## src/rtl/msu_pkg.sv

```systemverilog
package msu_pkg;

   // instruction format widths, fixed by the encoding
   localparam int unsigned IW  = 16;
   localparam int unsigned RIW = 3;
   localparam int unsigned DFW = 11;

   localparam logic [3:0] OPC_POP  = 4'b0011;
   localparam logic [3:0] OPC_LD   = 4'b0110;
   localparam logic [3:0] OPC_ST   = 4'b0111;
   localparam logic [3:0] OPC_JMP  = 4'b1000;
   localparam logic [3:0] OPC_JZ   = 4'b1001;
   localparam logic [3:0] OPC_JO   = 4'b1010;
   localparam logic [3:0] OPC_PUSH = 4'b1100;

   typedef enum logic [2:0] {
      K_LD, K_ST, K_JMP, K_PUSH, K_POP, K_BAD
   } op_kind_t;

   typedef enum logic [1:0] {
      J_ALWAYS, J_ZERO, J_OVF
   } jcond_t;

   typedef enum logic [1:0] {
      S_FETCH, S_LATCH, S_EXEC, S_RDWAIT
   } state_t;

   typedef struct packed {
      op_kind_t           kind;
      logic               mode;
      jcond_t             cond;
      logic [RIW-1:0]     areg;
      logic [RIW-1:0]     dreg;
      logic [DFW-1:0]     dir;
      logic [IW-1:0]      imm;
   } dec_t;

endpackage

```

## src/rtl/msu_decode.sv

```systemverilog
module msu_decode
   import msu_pkg::*;
(
   input  logic [IW-1:0] ir,
   output dec_t          dec
);

   logic [3:0] opc;
   assign opc = ir[15:12];

   always_comb begin
      dec.kind = K_BAD;
      dec.mode = 1'b0;
      dec.cond = J_ALWAYS;
      dec.areg = ir[2:0];
      dec.dreg = ir[2:0];
      dec.dir  = ir[10:0];
      dec.imm  = {{(IW-8){ir[7]}}, ir[7:0]};
      case (opc)
         OPC_LD: begin
            dec.kind = K_LD;
            dec.dreg = ir[11:9];
            dec.dir  = {2'b00, ir[8:0]};
         end
         OPC_ST: begin
            dec.kind = K_ST;
            dec.mode = ir[11];
            dec.areg = ir[5:3];
            dec.dir  = {3'b000, ir[10:3]};
         end
         OPC_JMP, OPC_JZ, OPC_JO: begin
            dec.kind = K_JMP;
            dec.mode = ir[11];
            if (opc == OPC_JZ)      dec.cond = J_ZERO;
            else if (opc == OPC_JO) dec.cond = J_OVF;
            else                    dec.cond = J_ALWAYS;
         end
         OPC_PUSH: begin
            dec.kind = K_PUSH;
            dec.mode = ir[8];
         end
         OPC_POP: begin
            dec.kind = K_POP;
            dec.mode = ir[11];
         end
         default: dec.kind = K_BAD;
      endcase
   end

endmodule

```

## src/rtl/msu_regfile.sv

```systemverilog
module msu_regfile #(
   parameter int unsigned DW        = 16,
   parameter int unsigned RAW       = 3,
   parameter bit          CLEAR_RST = 1'b1
) (
   input  logic           clk,
   input  logic           rst_n,
   input  logic           we,
   input  logic [RAW-1:0] waddr,
   input  logic [DW-1:0]  wdata,
   input  logic [RAW-1:0] raddr_a,
   input  logic [RAW-1:0] raddr_b,
   output logic [DW-1:0]  rdata_a,
   output logic [DW-1:0]  rdata_b
);

   localparam int unsigned NREG = 1 << RAW;

   logic [NREG*DW-1:0] flat;

   for (genvar i = 0; i < NREG; i++) begin : g_reg
      logic [DW-1:0] q;
      logic          hit;
      assign hit = we && (waddr == RAW'(i));
      if (CLEAR_RST) begin : g_clr
         always_ff @(posedge clk or negedge rst_n) begin
            if (!rst_n)   q <= '0;
            else if (hit) q <= wdata;
         end
      end else begin : g_keep
         always_ff @(posedge clk) begin
            if (hit) q <= wdata;
         end
      end
      assign flat[i*DW +: DW] = q;
   end

   assign rdata_a = flat[32'(raddr_a)*DW +: DW];
   assign rdata_b = flat[32'(raddr_b)*DW +: DW];

endmodule

```

## src/rtl/msu_seq.sv

```systemverilog
module msu_seq
   import msu_pkg::*;
#(
   parameter int unsigned    AW      = 16,
   parameter logic [AW-1:0]  PC_INIT = '0,
   parameter logic [AW-1:0]  SP_INIT = '1
) (
   input  logic           clk,
   input  logic           rst_n,
   input  op_kind_t       kind,
   input  logic           mode,
   input  jcond_t         cond,
   input  logic [DFW-1:0] dir,
   input  logic [IW-1:0]  imm,
   input  logic           zero_flag,
   input  logic           ovf_flag,
   input  logic [IW-1:0]  mem_rdata,
   input  logic [IW-1:0]  rf_a,
   input  logic [IW-1:0]  rf_b,
   output logic [IW-1:0]  ir,
   output logic [AW-1:0]  mem_addr,
   output logic [IW-1:0]  mem_wdata,
   output logic           mem_we,
   output logic           rf_we,
   output logic           retire,
   output logic           illegal,
   output state_t         st,
   output logic [AW-1:0]  pc,
   output logic [AW-1:0]  sp
);

   state_t        st_d;
   logic [AW-1:0] pc_d, sp_d, pc_inc, dir_addr, reg_addr;
   logic          ir_load, taken;

   assign pc_inc   = pc + AW'(1);
   assign dir_addr = AW'(dir);
   assign reg_addr = rf_a[AW-1:0];

   always_comb begin
      case (cond)
         J_ZERO:  taken = zero_flag;
         J_OVF:   taken = ovf_flag;
         default: taken = 1'b1;
      endcase
   end

   always_comb begin
      st_d      = st;
      pc_d      = pc;
      sp_d      = sp;
      mem_addr  = pc;
      mem_wdata = '0;
      mem_we    = 1'b0;
      rf_we     = 1'b0;
      retire    = 1'b0;
      illegal   = 1'b0;
      ir_load   = 1'b0;
      case (st)
         S_FETCH: st_d = S_LATCH;
         S_LATCH: begin
            ir_load = 1'b1;
            st_d    = S_EXEC;
         end
         S_EXEC: begin
            case (kind)
               K_LD: begin
                  mem_addr = dir_addr;
                  st_d     = S_RDWAIT;
               end
               K_ST: begin
                  mem_addr  = mode ? reg_addr : dir_addr;
                  mem_wdata = rf_b;
                  mem_we    = 1'b1;
                  pc_d      = pc_inc;
                  retire    = 1'b1;
                  st_d      = S_FETCH;
               end
               K_JMP: begin
                  pc_d   = taken ? (mode ? reg_addr : dir_addr) : pc_inc;
                  retire = 1'b1;
                  st_d   = S_FETCH;
               end
               K_PUSH: begin
                  sp_d      = sp - AW'(1);
                  mem_addr  = sp - AW'(1);
                  mem_wdata = mode ? imm : rf_b;
                  mem_we    = 1'b1;
                  pc_d      = pc_inc;
                  retire    = 1'b1;
                  st_d      = S_FETCH;
               end
               K_POP: begin
                  mem_addr = sp;
                  sp_d     = sp + AW'(1);
                  st_d     = S_RDWAIT;
               end
               default: begin
                  illegal = 1'b1;
                  retire  = 1'b1;
                  pc_d    = pc_inc;
                  st_d    = S_FETCH;
               end
            endcase
         end
         default: begin
            pc_d   = pc_inc;
            retire = 1'b1;
            st_d   = S_FETCH;
            if (kind == K_POP && mode) begin
               mem_addr  = dir_addr;
               mem_wdata = mem_rdata;
               mem_we    = 1'b1;
            end else begin
               rf_we = 1'b1;
            end
         end
      endcase
   end

   always_ff @(posedge clk or negedge rst_n) begin
      if (!rst_n) begin
         st <= S_FETCH;
         pc <= PC_INIT;
         sp <= SP_INIT;
         ir <= '0;
      end else begin
         st <= st_d;
         pc <= pc_d;
         sp <= sp_d;
         if (ir_load) ir <= mem_rdata;
      end
   end

endmodule

```

## src/rtl/mem_stack_unit.sv

```systemverilog
module mem_stack_unit
   import msu_pkg::*;
#(
   parameter int unsigned   AW        = 16,
   parameter logic [AW-1:0] PC_INIT   = '0,
   parameter logic [AW-1:0] SP_INIT   = '1,
   parameter bit            REG_CLEAR = 1'b1
) (
   input  logic          clk,
   input  logic          rst_n,
   input  logic          zero_flag,
   input  logic          ovf_flag,
   output logic [AW-1:0] mem_addr,
   output logic [IW-1:0] mem_wdata,
   output logic          mem_we,
   input  logic [IW-1:0] mem_rdata,
   output logic          retire,
   output logic          illegal
);

   if (AW < DFW || AW > IW) begin : g_bad_aw
      $error("mem_stack_unit: AW must lie between the jump field width and the word width");
   end

   logic [IW-1:0] ir;
   dec_t          dec;
   logic [IW-1:0] rf_a, rf_b;
   logic          rf_we;
   state_t        st;
   logic [AW-1:0] pc, sp;

   msu_decode u_dec (
      .ir  (ir),
      .dec (dec)
   );

   msu_regfile #(
      .DW        (IW),
      .RAW       (RIW),
      .CLEAR_RST (REG_CLEAR)
   ) u_rf (
      .clk     (clk),
      .rst_n   (rst_n),
      .we      (rf_we),
      .waddr   (dec.dreg),
      .wdata   (mem_rdata),
      .raddr_a (dec.areg),
      .raddr_b (dec.dreg),
      .rdata_a (rf_a),
      .rdata_b (rf_b)
   );

   msu_seq #(
      .AW      (AW),
      .PC_INIT (PC_INIT),
      .SP_INIT (SP_INIT)
   ) u_seq (
      .clk       (clk),
      .rst_n     (rst_n),
      .kind      (dec.kind),
      .mode      (dec.mode),
      .cond      (dec.cond),
      .dir       (dec.dir),
      .imm       (dec.imm),
      .zero_flag (zero_flag),
      .ovf_flag  (ovf_flag),
      .mem_rdata (mem_rdata),
      .rf_a      (rf_a),
      .rf_b      (rf_b),
      .ir        (ir),
      .mem_addr  (mem_addr),
      .mem_wdata (mem_wdata),
      .mem_we    (mem_we),
      .rf_we     (rf_we),
      .retire    (retire),
      .illegal   (illegal),
      .st        (st),
      .pc        (pc),
      .sp        (sp)
   );

endmodule

```

## config.mk

```make
export PLATFORM = sky130hd
export DESIGN_NAME = mem_stack_unit
export DESIGN_NICKNAME = d
export VERILOG_FILES = /design/src/rtl/msu_pkg.sv /design/src/rtl/msu_decode.sv /design/src/rtl/msu_regfile.sv /design/src/rtl/msu_seq.sv /design/src/rtl/mem_stack_unit.sv
export SDC_FILE = /design/constraint.sdc
export NUM_CORES = 1
export LEC_CHECK = 0
export BUFFER_PORTS_ARGS = -buffer_cell sky130_fd_sc_hd__buf_2
export CAP_MARGIN = 15
export CORE_MARGIN = 10
export CORE_UTILIZATION = 30
export CTS_CLUSTER_DIAMETER = 60
export DETAILED_ROUTE_END_ITERATION = 7
export PLACE_DENSITY = 0.49
export SETUP_SLACK_MARGIN = 0.3
export SYNTH_ARGS = -nofsm -noshare
export SYNTH_HDL_FRONTEND = slang
export SYNTH_SLANG_ARGS = --single-unit
```

## constraint.sdc

```tcl
create_clock -name clk -period 2.6 [get_ports clk]
set_input_delay 0.26 -clock clk [delete_from_list [all_inputs] [get_ports clk]]
set_output_delay 0.26 -clock clk [all_outputs]
set_load 0.005 [all_outputs]
```

; After elaboration in Yosys (flattened, before gate mapping)
; Index checks and enable logic that the tools add are counted.
; Widths: inputs -> output; s select.
[classes]
n_addsub = 3
n_mux = 33
n_shift = 2
magnitude_cmp = 0
multipliers = 0
div_mod_pow = 0
eq_ne = 23
n_reduce_logical = 22
n_bitwise = 1
[ops]
columns = operator, n
row1 = $shiftx 128x8->16, 2
row2 = $pmux 16 s2, 6
row3 = $mux 16, 5
row4 = $pmux 16 s4, 1
row5 = $add 16x1->16 const B, 2
row6 = $pmux 11 s2, 1
row7 = $eq 4x4->1 const B, 4
row8 = $sub 16x1->16 const B, 1
row9 = $eq 3x3->1 const B, 5
row10 = $pmux 3 s5, 1
row11 = $eq 3x2->1 const B, 4
row12 = $reduce_or 5->1, 2
row13 = $logic_and 1x1->1, 9
row14 = $eq 4x3->1 const B, 2
row15 = $mux 1, 8
row16 = $mux 2, 4
row17 = $pmux 1 s2, 4
row18 = $eq 3x1->1 const B, 2
row19 = $logic_not 3->1, 2
row20 = $mux 3, 2
row21 = $pmux 2 s3, 1
row22 = $reduce_or 2->1, 3
row23 = $reduce_or 3->1, 2
row24 = $eq 2x1->1 const B, 2
row25 = 7 further kinds, 9
[word_totals]
regBits = 178
romBits = 0
mem_bits_rw = 0
n_memories = 0
elab_cells = 96
latchBits = 0

; Longest topological paths before layout
; Gate-level depths: netlist of the first run.
[depth]
depth_word = 9
depth_mapped = 12
mapped_depth_nobuf = 10

; Cells and area by module
; From an unflattened synthesis of the first run, not the netlist that was laid out.
[hier_totals]
hier_cells = 991
hier_area_um2 = 11853.9
[modules_own_cells]
columns = mod, cells_per_inst, area_each_um2, instances, seq_area_each_um2
row1 = msu_regfile, 393, 6998.0, 1, 3203.1
row2 = msu_seq, 546, 4374.2, 1, 1271.2
row3 = msu_decode, 52, 481.7, 1, 0.0

; Least setup slack after synthesis of the first run
; No wires, ideal clock.
[synth_path]
path_type = register to register
from = register u_seq.ir[12]
to = register u_seq.pc[3]
arrival_time_ns = 2.641
slack_ns = -0.172
t_required_ns = 2.469
setup_ns = 0.131
synth_period_minus_slack_ns = 2.772
stages_incl_launch_ff = 12
cell_sequence = dfrtp_1 clkbuf_1 clkbuf_1 nand3b_1 inv_1 ha_1 a221o_1 and4_1 clkbuf_1 nand2_1 nor2_1 or3_1
[synth_between]
elab_chain_cells = 9
word_cells_on_any_way = 30
cone_classes = eq/ne: 12 / shift: 1 / mux: 12 / reduce/logical: 5
[synth_lines]
columns = item, line_no
row1 = "start, declared", msu_seq.sv:20  ; output logic [IW-1:0] ir,
row2 = "start signal, assigned", msu_seq.sv:131  ; if (ir_load) ir <= mem_rdata;
row3 = "parallel branches: the longest is 9 deep, another holds $shiftx 128x8->16", -
row4 = "end signal, assigned", msu_seq.sv:129  ; pc <= pc_d;
row5 = "end, declared", msu_seq.sv:28  ; output logic [AW-1:0] pc,
; Several ways; the timed one is not identified.
; A chain may end at the register's enable or synchronous reset.

; Worst setup path in the final report of the first run
[layout_path]
from = register u_seq.ir[15]
to = output port mem_addr[6]
[layout_between]
elab_chain_cells = 7
word_cells_on_any_way = 23
cone_classes = eq/ne: 10 / shift: 1 / mux: 8 / reduce/logical: 4
[layout_lines]
columns = item, line_no
row1 = "parallel branches: the longest is 6 deep, another holds $shiftx 128x8->16", -
row2 = $pmux 16 s2 (*), msu_seq.sv:59  ; case (st)
row3 = "end, declared", mem_stack_unit.sv:13  ; output logic [AW-1:0] mem_addr,
; Every way passes the cells marked *.

==> results of run 1 <==
==> placed cells by master, fill, tap and decap left out, types with 15 or more instances in the layout <==
cell	count
mux2i_1	51
a21oi_1	32
a32oi_1	19
o21ai_1	19
nand3_1	34
buf_2	50
mux4_2	26
dfstp_2	16
dfrtp_1	159
buf_4	143
mux2_4	92
o21ai_0	31
nor2_1	33
a31oi_1	15
mux2_2	58
nand2_1	140
buf_6	42
nand4_1	22
buf_12	33
clkbuf_16	22
==> layout make-up <==
| class | count | area [um2] | share of cell area (%) |
|---|---|---|---|
| repair buffers | 282 | 2750 | 17.4 |
| clock buffers | 17 | 425 | 2.69 |
| multi-input cells | 829 | 7310 | 46.1 |
| inverters | 12 | 48.8 | 0.308 |
| flip-flops and latches | 178 | 4480 | 28.3 |
| clock inverters | 15 | 188 | 1.19 |
| well taps | 511 | 639 | 4.04 |
==> power by group through the flow <==
stage | combinational [mW] | clock (mW) | sequential, mW
after floorplan | 7.53 | 0 | 5.12
after global placement | 11.9 | 0 | 5.57
after detailed placement | 12.0 | 0 | 5.59
after CTS | 13.8 | 2.78 | 5.59
after global routing | 16.4 | 2.89 | 5.88
final | 15.5 | 2.75 | 5.69
==> what timing repair did <==
| action | CTS | global route |
|---|---|---|
| hold endpoints to repair | 49 | 0 |
| setup endpoints to repair | 183 | 192 |
| cloned | 6 | 7 |
| resized for setup | 156 | 100 |
| pin swaps | 26 | 41 |
| buffers inserted | 40 | 29 |
| hold buffers | 1 | 0 |
==> cells by family (layout without fill, tap and decap cells) <==
kind of cell    count (synthesis)  in the layout  share of synthesized area (%)
fa+ha+maj                       5              5                          0.545
buf+inv                       108            326                           4.39
simple gates                  346            346                           15.2
flops                         178            178                           39.0
xor+xnor                       19             19                           1.45
mux                           241            244                           27.0
compound gates                215            215                           12.4
==> worst max-delay path, stage by stage, from the launching register on <==
cell	delay (ns)
dfrtp_1	0.38
nand4b_4	0.29
mux2_4	0.44
mux4_2	0.46
mux2i_1	0.17
buf_4	0.17
nor2_1	0.05
or3_1	0.35
buf_2	0.15
==> Yosys cell counts, types with 5 or more instances <==
cell type | count | area [um2]
or3_1 | 7 | 43.8
ha_1 | 5 | 62.6
o22ai_1 | 10 | 62.6
mux2i_1 | 66 | 661
nand4_1 | 22 | 138
dfrtp_1 | 162 | 4050
nor2b_1 | 7 | 43.8
xnor2_1 | 12 | 105
and3_1 | 11 | 68.8
a22oi_1 | 11 | 82.6
inv_1 | 11 | 41.3
dfstp_2 | 16 | 420
mux2_4 | 41 | 616
nand2_1 | 147 | 552
a31oi_1 | 15 | 93.8
clkbuf_1 | 50 | 188
mux2_2 | 105 | 1180
buf_2 | 18 | 90.1
a221oi_1 | 6 | 52.6
a21o_1 | 7 | 52.6
a21oi_1 | 35 | 175
o31ai_1 | 7 | 52.6
mux4_2 | 26 | 586
nor4_1 | 7 | 43.8
xor2_1 | 7 | 61.3
o221ai_1 | 6 | 52.6
nor3_1 | 16 | 80.1
nand2b_1 | 5 | 31.3
nand3_1 | 46 | 230
nor2_1 | 45 | 169
buf_6 | 8 | 90.1
o211ai_1 | 13 | 97.6
buf_1 | 15 | 56.3
a32oi_1 | 19 | 166
o21a_1 | 5 | 37.5
o21ai_0 | 51 | 255
o21ai_1 | 7 | 35.0
==> worst paths after layout <==
kind | startpoint | endpoint | depth (start not counted)
setup / recovery | u_seq.ir[15] | mem_addr[6] | 8
hold / removal | mem_rdata[5] | u_seq.ir[5] | 3
setup reg to reg | u_seq.ir[15] | u_seq.pc[2] | 16
hold reg to reg | u_seq.sp[1] | u_seq.sp[1] | 2
max in group asynchronous | rst_n | u_rf.g_reg[3].q[0] | 3
min in group asynchronous | rst_n | u_rf.g_reg[0].q[7] | 2
==> flip-flops by register name (all words and copies together), names as in the netlist <==
register and cells:
u_rf.g.q 128, u_seq.st 2, u_seq.sp 16, u_seq.ir 16, u_seq.pc 16
==> layer usage <==
layer	GRT usage [%]	up-vias	part of all wire, %
met5	0	-	0
met4	4.90	0	1.8
met3	3.34	58	6.7
met2	27.5	414	46
met1	25.0	5231	45
li1	-	4554	-
==> results by group, run 1 <==
Outcome
  • Status: finished with violations
  • Failing checks: setup timing

Routing
  • Detail Route Antenna Nets: 0
  • Per-cell routed wire length: 23.6 um
  • Vias per cell: 5.56
  • Via count: 10300
  • Total wire length: 43.5 mm
  • Remaining DRCs: 0
  • Pre-Repair DR Iteration Count: 6
  • Initial DRC count: 1014

STA
  • Endpoints failing setup: 69
  • Hold WS: 0.160 ns
  • Final worst path period need: 3.19 ns
  • Final TNS setup: -21.40 ns
  • Layout Skew: 0.0196 ns
  • Pins Over Slew Limit: 0
  • Final worst slack: -0.595 ns
  • Final Hold Viols: 0
  • Final Cycle Share: 123%
  • Slew @ Worst Pin: 0.769 ns
  • Unrepaired setup endpoints after global routing: true
  • Rel. slew slack: 48.7%
  • Fmax achieved: 313 MHz

CTS
  • Root Buffer: clkbuf_16
  • Clk buf depth: 2
  • Num CTS Buffers: 17
  • TritonCTS clock tree: yes
  • TritonCTS Sinks: 178
  • Clk_lat worst skew: 0.47 ns
  • H-tree levels: 4
  • Clock transition at path regs: 0.08 ns

Power and ir drop
  • Clock share of power: 11.5%
  • Leak Pwr: 6.90 nW
  • Sw frac: 42.8%
  • Psw: 10.3 mW
  • Gate power share: 64.7%
  • Part of the power in registers: 23.8%
  • VDD IR-drop max: 0.627 mV
  • Power Density: 1510 nW/um2
  • Pint: 13.7 mW
  • Total power draw: 23.9 mW

Layout
  • Cell Count, Final, Fillers Out: 1844
  • ANT cells: 0
  • Area Growth Syn to Fin: 37.9%
  • Design area: 15800 um2
  • Final net count: 1345
  • Fill cell count: 3626
  • Final Core Density: 41.9%
  • Layout cell share with drive strength beyond 1: 46.7%

Global routing
  • Initial antenna violation count: 1
  • GRT Overall Usage: 17.9%
  • Remaining Overflow, GRT: 0
  • First-pass GRT wire length: 64.5 mm
  • Largest net degree at the start of global routing: 70
  • Vias in the first global route: 10100

Job
  • # Max-Cap Violations: 0

Yosys
  • Synth unique cells: 70
  • Seq cells post-synth: 178
  • Sequential share of the synthesized area: 39.0%
  • Gate Count Post-Synth: 1112
  • Post-synth ARST share: 100%
  • Syn nets: 1137
  • Total of warnings raised by yosys: 0
  • Post-synth EDFFs: 0
  • Top FF cell, synth: dfrtp_1
  • Post-Syn Area: 11500 um2
  • Syn Area/Cell: 10.3 um2

Floorplanning
  • Die X-Extent: 216 um
  • IO Pins: 55
  • Die area: 46500 um2
  • Core Area: 37800 um2
  • Rows: 71
  • Initial Utilization: 30.4%
  • Die Y: 216 um

Worst setup path
  • Worst Setup End Kind: primary output
  • Crit path max fanout: 7
  • WP data required: 2.34 ns
  • Worst setup SP type: flop
  • Setup CP Type: reg2out
  • WP data arrival: 2.93 ns
  • Reg2reg setup slack: -0.43 ns

Placed design
  • Port bufs: 54
  • Placed cell areas: 13400 um2
  • Routability congestion estimate: 0.948
  • DP Worst Slack: -0.275 ns
  • Placed Cells incl. Taps: 1729
  • Detailed Place HPWL: 29.1 mm

Min path
  • Worst hold path class: in2reg
Note: power is estimated with default switching activity, not from simulation.
==> inputs of run 2 (changes only) <==
--- a/config.mk
+++ b/config.mk
@@ -7,12 +7,14 @@
 export LEC_CHECK = 0
 export BUFFER_PORTS_ARGS = -buffer_cell sky130_fd_sc_hd__buf_2
 export CAP_MARGIN = 15
-export CORE_MARGIN = 10
+export CORE_MARGIN = 4
 export CORE_UTILIZATION = 30
 export CTS_CLUSTER_DIAMETER = 60
 export DETAILED_ROUTE_END_ITERATION = 7
+export HOLD_SLACK_MARGIN = 0.03
 export PLACE_DENSITY = 0.49
 export SETUP_SLACK_MARGIN = 0.3
 export SYNTH_ARGS = -nofsm -noshare
 export SYNTH_HDL_FRONTEND = slang
 export SYNTH_SLANG_ARGS = --single-unit
+export TNS_END_PERCENT = 10
==> run 2 against run 1 <==
Against the previous run:
- the run still ends with setup timing left
- sequential share of layout area increased by 1.9 points
- clock power up 3%
- final area fell by 6.4%
- die area fell by 11%
- first-iteration DRC count shrank 9.7%
- final cell count shrank 2.9%
- critical endpoint is now mem_addr[8]
==> results by group, run 2 (same netlist as run 1, synthesis figures left out) <==
Outcome
  • Status: finished with violations
  • Failing checks: setup timing

Floorplanning
  • IO Pins: 55
  • Rows: 71
  • Die X-Extent: 204 um
  • Die area: 41500 um2
  • Initial Utilization: 30.5%
  • Core Area: 37700 um2
  • Die Y: 204 um

Power and ir drop
  • Power Density: 1490 nW/um2
  • Total power draw: 22.1 mW
  • VDD IR-drop max: 0.565 mV
  • Leak Pwr: 6.50 nW

Placed design
  • Routability congestion estimate: 0.899
  • Detailed Place HPWL: 29.1 mm
  • Port bufs: 54

Global routing
  • Largest net degree at the start of global routing: 70
  • First-pass GRT wire length: 62.9 mm
  • Vias in the first global route: 9985
  • Remaining Overflow, GRT: 0
  • GRT Overall Usage: 19.6%
  • Initial antenna violation count: 1

Layout
  • Fill cell count: 3736
  • Most frequent cells in the layout: dfrtp_1, nand2_1, buf_4, mux2_2, mux2_4
  • Layout cell share with drive strength beyond 1: 41.4%
  • Most common cell after layout, fill and taps aside: dfrtp_1
  • Final net count: 1291
  • Reg with most FFs: u_rf.g.q
  • Final Core Density: 39.4%
  • Area Growth Syn to Fin: 29.2%
  • Max reg flops: 128

STA
  • Pins Over Slew Limit: 0
  • Final worst slack: -0.476 ns
  • Final worst path period need: 3.08 ns
  • Layout Skew: 0.0132 ns
  • Endpoints failing setup: 34
  • Final TNS setup: -12.72 ns
  • Rel. slew slack: 47.2%
  • Final Hold Viols: 0
  • Final Cycle Share: 118%
  • Unrepaired setup endpoints after global routing: true
  • Slew @ Worst Pin: 0.787 ns
  • Fmax achieved: 325 MHz

Worst setup path
  • Worst setup SP type: flop
  • WP data arrival: 2.82 ns
  • Crit path cell chain: nand4b_4 -> buf_6 -> mux2_4 -> buf_12 -> mux4_2 -> mux2i_1 -> buf_4 -> o211ai_1 -> buf_2
  • Setup CP Type: reg2out
  • Max stage delay cell, worst path: mux4_2
  • Crit path max fanout: 7
  • Worst Path Buf+Inv: 4
  • CP delay by family, top: multiplexers
  • Slowest stage delay, CP: 0.42 ns
  • WP data required: 2.34 ns
  • Worst Setup End Kind: primary output

Routing
  • Per-cell routed wire length: 22.8 um
  • Vias per cell: 5.53
  • Detail Route Antenna Nets: 0
  • Remaining DRCs: 0
  • Initial DRC count: 916
  • Total wire length: 40.9 mm
  • Via count: 9903
  • Pre-Repair DR Iteration Count: 5

CTS
  • Clk buf depth: 2
  • Root Buffer: clkbuf_16
  • TritonCTS Sinks: 178
  • H-tree levels: 4
  • Clock transition at path regs: 0.08 ns
  • Clk_lat worst skew: 0.46 ns
  • TritonCTS clock tree: yes
  • Num CTS Buffers: 17

Job
  • # Max-Cap Violations: 0

Min path
  • Worst hold path class: in2reg
[run 2: cell count changes in the layout (fill, tap and decap cells not counted), sizes merged]
cell      before  now
mux2         150  148
inv           16   18
clkinv         7    5
buf          276  228
clkbuf        22   20
diode          0    1
bufinv         1    2
clkinvlp       3    0
[run 2: power breakdown]
part / switching, mW / internal, mW / total [mW]
registers: 1.44 / 4.26 / 5.70
clock network: 1.31 / 1.51 / 2.82
logic: 6.75 / 6.84 / 13.6
[run 2: layer usage]
layer  share of wire, %  GRT usage [%]  up-vias
li1                   -              -     4443
met2                 46           30.8      371
met4                1.5           4.65        0
met1                 46           28.0     5036
met3                5.9           3.66       53
met5                  0              0        -
[run 2: final timing paths]
check | from | endpoint | slack [ns] | cells after the start
max | u_seq.ir[15] | mem_addr[8] | -0.48 | 9
min | mem_rdata[5] | u_seq.ir[5] | 0.15 | 3
min reg2reg | u_seq.sp[15] | u_seq.sp[15] | 0.51 | 1
min in group asynchronous | rst_n | u_seq.pc[14] | 0.30 | 2
max in group asynchronous | rst_n | u_rf.g_reg[1].q[11] | 1.52 | 3
max reg2reg | u_seq.ir[15] | u_seq.pc[8] | 0 | 11
[run 2: area by class of cell]
type | instances | area (um2) | share of cell area, %
sequential | 178 | 4480 | 30.2
inverter | 12 | 45.0 | 0.304
antenna | 1 | 2.50 | 0.0169
multi-input combinational | 827 | 7020 | 47.3
timing repair buffer | 230 | 2030 | 13.7
clock buffer | 19 | 453 | 3.05
clock inverter | 13 | 168 | 1.13
tap | 511 | 639 | 4.31
[run 2: metrics by stage]
stage                     setup slack, ns  cell area, um2  std cells  hold slack [ns]
after floorplan                     0.167           11600       1112          -0.0356
after global routing               -0.603           14800       1790            0.144
after CTS                          -0.499           14600       1783            0.139
after detailed placement           -0.246           13400       1734            0.231
after global placement             -0.226           13400       1734            0.226
final                              -0.476           14800       1791            0.153
[run 2: worst register-to-register path, cell delays in order (launching register included)]
cell	delay, ns
dfrtp_1	0.37
buf_4	0.23
nor2b_2	0.21
nand3b_1	0.15
ha_1	0.31
a221o_1	0.30
and4_4	0.21
nor2_4	0.18
buf_4	0.18
nand3_1	0.08
o221ai_1	0.18
o21bai_1	0.14
[run 2: repair_timing]
action	CTS	global route
hold buffers	1	0
resized for setup	108	39
endpoints found under the hold margin	36	0
pin swaps	16	19
setup endpoints to repair	178	181
setup buffers	13	5
cloned	3	2
